[config.mk]
export PLATFORM = sky130hd
export DESIGN_NAME = rstseq_ctrl
export DESIGN_NICKNAME = d
export VERILOG_FILES = /design/src/rtl/rstseq_pkg.sv /design/src/rtl/rstseq_bod_filter.sv /design/src/rtl/rstseq_delay.sv /design/src/rtl/rstseq_cause.sv /design/src/rtl/rstseq_ctrl.sv
export SDC_FILE = /design/constraint.sdc
export NUM_CORES = 1
export LEC_CHECK = 0
export BUFFER_PORTS_ARGS = -buffer_cell sky130_fd_sc_hd__buf_2
export CAP_MARGIN = 20
export CORE_MARGIN = 2
export CORE_UTILIZATION = 46
export DETAILED_ROUTE_END_ITERATION = 16
export HOLD_SLACK_MARGIN = 0.03
export PLACE_DENSITY = 0.65
export RECOVER_POWER = 100
export SYNTH_ARGS = -nofsm -noshare
export SYNTH_HDL_FRONTEND = slang
export SYNTH_SLANG_ARGS = --single-unit
[constraint.sdc]
create_clock -name clk -period 5 [get_ports clk]
set_input_delay 1 -clock clk [delete_from_list [all_inputs] [get_ports clk]]
set_output_delay 1 -clock clk [all_outputs]
set_load 0.01 [all_outputs]
[src/rtl/rstseq_pkg.sv]
package rstseq_pkg;

    localparam int unsigned SHORT_CLKS = 18;
    localparam int unsigned LONG_CLKS  = 1024;
    localparam int unsigned CAUSE_W    = 3;

    typedef enum logic [1:0] {
        DLY_SHORTEST = 2'b00,
        DLY_SHORT    = 2'b01,
        DLY_LONG     = 2'b10,
        DLY_LONGEST  = 2'b11
    } dly_code_e;

    typedef enum logic [1:0] {
        PH_TICKS = 2'd0,
        PH_CLKS  = 2'd1,
        PH_DONE  = 2'd2
    } phase_e;

    // Bit 2 brown-out, bit 1 external, bit 0 power-on
    typedef struct packed {
        logic bod;
        logic ext;
        logic pwr;
    } cause_t;

    function automatic int unsigned max2(input int unsigned a, input int unsigned b);
        return (a > b) ? a : b;
    endfunction

    function automatic int unsigned clk_tail(input dly_code_e code);
        return (code == DLY_LONGEST) ? LONG_CLKS : SHORT_CLKS;
    endfunction

endpackage

[src/rtl/rstseq_bod_filter.sv]
module rstseq_bod_filter
    import rstseq_pkg::*;
#(
    parameter int unsigned FILT_HI_TICKS = 3,
    parameter int unsigned FILT_LO_TICKS = 7
) (
    input  logic clk,
    input  logic por_i,
    input  logic en_i,
    input  logic low_i,
    input  logic level_i,
    input  logic tick_i,
    output logic active_o
);
    localparam int unsigned FMAX = max2(FILT_HI_TICKS, FILT_LO_TICKS);
    localparam int unsigned FW   = $clog2(FMAX + 1);

    logic [FW-1:0] cnt_q;
    logic [FW-1:0] lim;
    logic          act_q;

    always_comb lim = level_i ? FW'(FILT_HI_TICKS) : FW'(FILT_LO_TICKS);

    // A low indication must outlast the minimum: accept on tick number lim+1
    always_ff @(posedge clk) begin
        if (por_i || !en_i || !low_i) begin
            cnt_q <= '0;
            act_q <= 1'b0;
        end else if (!act_q && tick_i) begin
            if (cnt_q == lim) act_q <= 1'b1;
            else              cnt_q <= cnt_q + 1'b1;
        end
    end

    assign active_o = act_q;

    AST_ACCEPT_NEEDS_LOW: assert property (@(posedge clk) disable iff (por_i)
        $rose(act_q) |-> $past(low_i && en_i && tick_i));

    AST_DISABLED_QUIET: assert property (@(posedge clk) disable iff (por_i)
        !en_i |=> !act_q);

endmodule

[src/rtl/rstseq_delay.sv]
module rstseq_delay
    import rstseq_pkg::*;
#(
    parameter int unsigned DLY0_TICKS = 32,
    parameter int unsigned DLY1_TICKS = 4000,
    parameter int unsigned DLY2_TICKS = 64000,
    parameter int unsigned DLY3_TICKS = 64000
) (
    input  logic      clk,
    input  logic      por_i,
    input  logic      hold_i,
    input  logic      tick_i,
    input  logic [1:0] sel_i,
    output logic      busy_o
);
    localparam int unsigned TMAX = max2(max2(DLY0_TICKS, DLY1_TICKS), max2(DLY2_TICKS, DLY3_TICKS));
    localparam int unsigned CW   = $clog2(max2(TMAX, LONG_CLKS));

    dly_code_e     code;
    phase_e        phase_q;
    logic [CW-1:0] cnt_q;
    logic [CW-1:0] tick_last;
    logic [CW-1:0] clk_last;
    logic          done;

    assign code = dly_code_e'(sel_i);

    always_comb begin
        unique case (code)
            DLY_SHORTEST: tick_last = CW'(DLY0_TICKS - 1);
            DLY_SHORT:    tick_last = CW'(DLY1_TICKS - 1);
            DLY_LONG:     tick_last = CW'(DLY2_TICKS - 1);
            default:      tick_last = CW'(DLY3_TICKS - 1);
        endcase
        clk_last = CW'(clk_tail(code) - 1);
    end

    always_ff @(posedge clk) begin
        if (por_i || hold_i) begin
            phase_q <= PH_TICKS;
            cnt_q   <= '0;
        end else begin
            case (phase_q)
                PH_TICKS: if (tick_i) begin
                    if (cnt_q == tick_last) begin
                        phase_q <= PH_CLKS;
                        cnt_q   <= '0;
                    end else begin
                        cnt_q <= cnt_q + 1'b1;
                    end
                end
                PH_CLKS: begin
                    if (cnt_q == clk_last) begin
                        phase_q <= PH_DONE;
                        cnt_q   <= '0;
                    end else begin
                        cnt_q <= cnt_q + 1'b1;
                    end
                end
                default: ;
            endcase
        end
    end

    assign done   = (phase_q == PH_DONE);
    assign busy_o = !done;

    AST_DONE_AFTER_TAIL: assert property (@(posedge clk) disable iff (por_i)
        $rose(done) |-> ($past(phase_q) == PH_CLKS));

    AST_TICK_STALL: assert property (@(posedge clk) disable iff (por_i)
        (phase_q == PH_TICKS && !tick_i && !hold_i) |=> $stable(cnt_q));

endmodule

[src/rtl/rstseq_cause.sv]
module rstseq_cause
    import rstseq_pkg::*;
(
    input  logic               clk,
    input  logic               por_i,
    input  logic               ext_i,
    input  logic               bod_i,
    input  logic [CAUSE_W-1:0] clr_i,
    output cause_t             cause_o
);
    cause_t cause_q;
    cause_t clr;

    assign clr = cause_t'(clr_i);

    always_ff @(posedge clk) begin
        if (por_i) begin
            cause_q <= '{bod: 1'b0, ext: 1'b0, pwr: 1'b1};
        end else begin
            cause_q.pwr <= cause_q.pwr & ~clr.pwr;
            cause_q.ext <= ext_i | (cause_q.ext & ~clr.ext);
            cause_q.bod <= bod_i | (cause_q.bod & ~clr.bod);
        end
    end

    assign cause_o = cause_q;

    AST_EXT_STICKY: assert property (@(posedge clk) disable iff (por_i)
        ext_i |=> cause_q.ext);

endmodule

[src/rtl/rstseq_ctrl.sv]
module rstseq_ctrl
    import rstseq_pkg::*;
#(
    parameter int unsigned DLY0_TICKS    = 32,
    parameter int unsigned DLY1_TICKS    = 4000,
    parameter int unsigned DLY2_TICKS    = 64000,
    parameter int unsigned DLY3_TICKS    = 64000,
    parameter int unsigned FILT_HI_TICKS = 3,
    parameter int unsigned FILT_LO_TICKS = 7
) (
    input  logic               clk,
    input  logic               por_i,
    input  logic               ext_rst_i,
    input  logic               bod_low_i,
    input  logic               bod_en_i,
    input  logic               bod_level_i,
    input  logic [1:0]         dly_sel_i,
    input  logic               tick_i,
    input  logic [CAUSE_W-1:0] flag_clr_i,
    output logic               sys_rst_o,
    output logic [CAUSE_W-1:0] cause_o
);
    logic   bod_act;
    logic   busy;
    cause_t cause;

    rstseq_bod_filter #(
        .FILT_HI_TICKS (FILT_HI_TICKS),
        .FILT_LO_TICKS (FILT_LO_TICKS)
    ) filt_i (
        .clk      (clk),
        .por_i    (por_i),
        .en_i     (bod_en_i),
        .low_i    (bod_low_i),
        .level_i  (bod_level_i),
        .tick_i   (tick_i),
        .active_o (bod_act)
    );

    rstseq_delay #(
        .DLY0_TICKS (DLY0_TICKS),
        .DLY1_TICKS (DLY1_TICKS),
        .DLY2_TICKS (DLY2_TICKS),
        .DLY3_TICKS (DLY3_TICKS)
    ) dly_i (
        .clk    (clk),
        .por_i  (por_i),
        .hold_i (ext_rst_i | bod_act),
        .tick_i (tick_i),
        .sel_i  (dly_sel_i),
        .busy_o (busy)
    );

    rstseq_cause cause_i (
        .clk     (clk),
        .por_i   (por_i),
        .ext_i   (ext_rst_i),
        .bod_i   (bod_act),
        .clr_i   (flag_clr_i),
        .cause_o (cause)
    );

    // Sources assert at once; release only through the registered delay phase
    assign sys_rst_o = por_i | ext_rst_i | bod_act | busy;
    assign cause_o   = cause;

    AST_NO_RELEASE_UNDER_EXT: assert property (@(posedge clk) disable iff (por_i)
        $fell(sys_rst_o) |-> $past(!ext_rst_i));

endmodule

==> flow_summary.ini <==
[outcome]
status = finished clean

[power]
p_sw_share_pct = 22.2
p_int_uw = 239
p_per_area_mw_per_mm2 = 233
sequentialPowerShare_pct = 65.9
p_leak_nw = 0.518
pwr-share-comb_pct = 6.4
p_switching_uw = 68.1
ir_drop_uv = 162
clock_power_share_pct = 27.7

[yosys]
ys_types = 36
synth_edf_count = 0
synth_top_cell_by_area = dfxtp_1
synth_warnings = 0
netlist.area_leader.share_pct = 39.7
avgSynthCellArea_um2 = 9.01
synthTopCellsByArea = dfxtp_1, xor2_1, nor3_1
synthesis.nets = 154
ys_seq_elements = 25
ys_async_sr_fraction_pct = 0
netlist_area_mm2 = 0.00126
ys_seq_area_share_pct = 39.7
synth-main-ff-cell = dfxtp_1
synthesis.instances = 140

[worst_setup_path]
reg2reg_depth = 5
path_max_fanout = 5
crit_required_ns = 4.00
cp.arrival_ns = 1.73
cp-start-kind = input port
critical_path_class = in -> out
endpoint_kind = primary output

[floorplanning]
dieArea_mm2 = 0.00318
design.core.area_mm2 = 0.00254
die_w_um = 56.4
initial_core_util_pct = 49.6
placementRows = 18
ios = 16
dieHeight_um = 56.4

[detailed_routing]
wl_per_cell_um = 13.0
drt-pass1-iter-count = 4
postRouteAntennaNets = 0
num_vias = 1013
routed_wl_um = 2350
routed_via_density = 5.60
drt_iter0_markers = 30
drc = 0

[cells_and_area]
area_growth_syn_to_layout_pct = 4.46
drive_gt1_share_pct = 12.6
most-common-layout-cells = dfxtp_1, nor3_1, xor2_1, nor2_1, nand2_1
n_antenna_cell = 0
nNetsFinal = 166
final_common_cell = dfxtp_1
postLayoutCoreUtil_pct = 51.8
fin_area_mm2 = 0.00132

[clocking]
tritoncts = done
cts-htree-levels = 1
cts_buffer_depth = 2
cts_sinks = 25
hold_buffers = 0
cts_root_buffer = clkbuf_4
clk_pin_slew_ns = 0.13
postCtsSetupBuffers = 0
cts_resized = 0
clock_latency_ns = 0.31
cts-buffers-inserted = 3

[global_route]
grt_pass1_vias = 971
grt_max_degree = 17
grt_pass1_wl_um = 4100
grtUsageTotal_pct = 15.8
grt_overflow = 0
antenna_found_initial = 0

[flow_run]
drv_cap = 0

[timing]
min_period_ns = 2.73
max_freq_ghz = 0.366
worst_pin_slew_ns = 0.680
hold_viol = 0
relSlewSlack_pct = 53.5
fin_skew_ns = 0.00334
setup_viol_count_final = 0
tns_ns = 0
finalCritPeriodShare_pct = 54.7
slew_violations = 0
grt_setup_unrepaired = false
worst_slack_ns = 2.27

[worst_hold_path]
hold_class = reg -> reg
hold_depth = 1

[placed_design]
place_congestion = 0.835
pre_cts_ws_ns = 2.25
hpwl_um = 1760
postPlaceCellArea_mm2 = 0.00130
port_buffers = 15
[critical path, cell delays in order]
cell	delay (ns)
clkbuf_1	0.12
nor3_1	0.35
nand3b_1	0.12
clkbuf_1	0.14
[cell usage after synthesis, drive strengths merged, types with 5 or more instances]
cell and number:
nor3 16, nand4 5, nand2 10, buf 5, nor2 11, and3 6, nand3 6, dfxtp 25
xor2 14
[power by group through the flow]
stage,Clock (mW),Combinational [mW],Sequential [mW]
floorplan,0,0.0139,0.207
global placement,0,0.0196,0.207
detailed placement,0,0.0203,0.207
CTS,0.0892,0.0205,0.203
global route,0.0998,0.0222,0.203
finish,0.0852,0.0198,0.203
[layer usage]
metal,routed length (um),track usage [%],vias up
li1,-,-,517
met5,0,0,-
met2,1150,25.7,8
met1,1130,20.3,484
met3,37,2.07,4
met4,35,7.82,0
[stage by stage]
| stage | total power, mW | hold slack [ns] | cells |
|---|---|---|---|
| finish | 0.308 | 0.481 | 181 |
| global route | 0.325 | 0.503 | 181 |
| CTS | 0.312 | 0.479 | 181 |
| detailed placement | 0.227 | 0.448 | 177 |
| global placement | 0.227 | 0.440 | 177 |
| floorplan | 0.221 | 0.465 | 140 |
[sequential cells by signal, indices dropped and copies added, names as in the netlist]
register	flops
cause_i.cause_o	3
filt_i.active_o	1
dly_i.cnt_q	16
dly_i.phase_q	2
filt_i.cnt_q	3
[kinds of logic (layout without fill, tap and decap cells)]
family / after synthesis / after routing / synth area share (%)
xor+xnor: 17 / 17 / 11.8
compound gates: 14 / 14 / 8.04
simple gates: 69 / 69 / 30.5
buf+inv: 11 / 22 / 6.45
mux: 2 / 2 / 1.59
fa+ha+maj: 2 / 2 / 1.98
flops: 25 / 25 / 39.7
[area by class of cell]
cell class	count	area, um^2
sequential	25	500
clock inverter	1	5.00
timing repair buffer	15	67.6
tap	30	37.5
clock buffer	3	22.5
fill	254	1230
multi-input combinational	104	673
inverter	3	11.3
[worst paths after layout]
kind / from / endpoint / slack, ns
min: cause_i.cause_o[0] / cause_i.cause_o[0] / 0.48
min reg2reg: cause_i.cause_o[0] / cause_i.cause_o[0] / 0.48
max reg2reg: dly_i.cnt_q[12] / dly_i.cnt_q[7] / 2.52
max: por_i / sys_rst_o / 2.27
(Power assumes the default switching activity.)
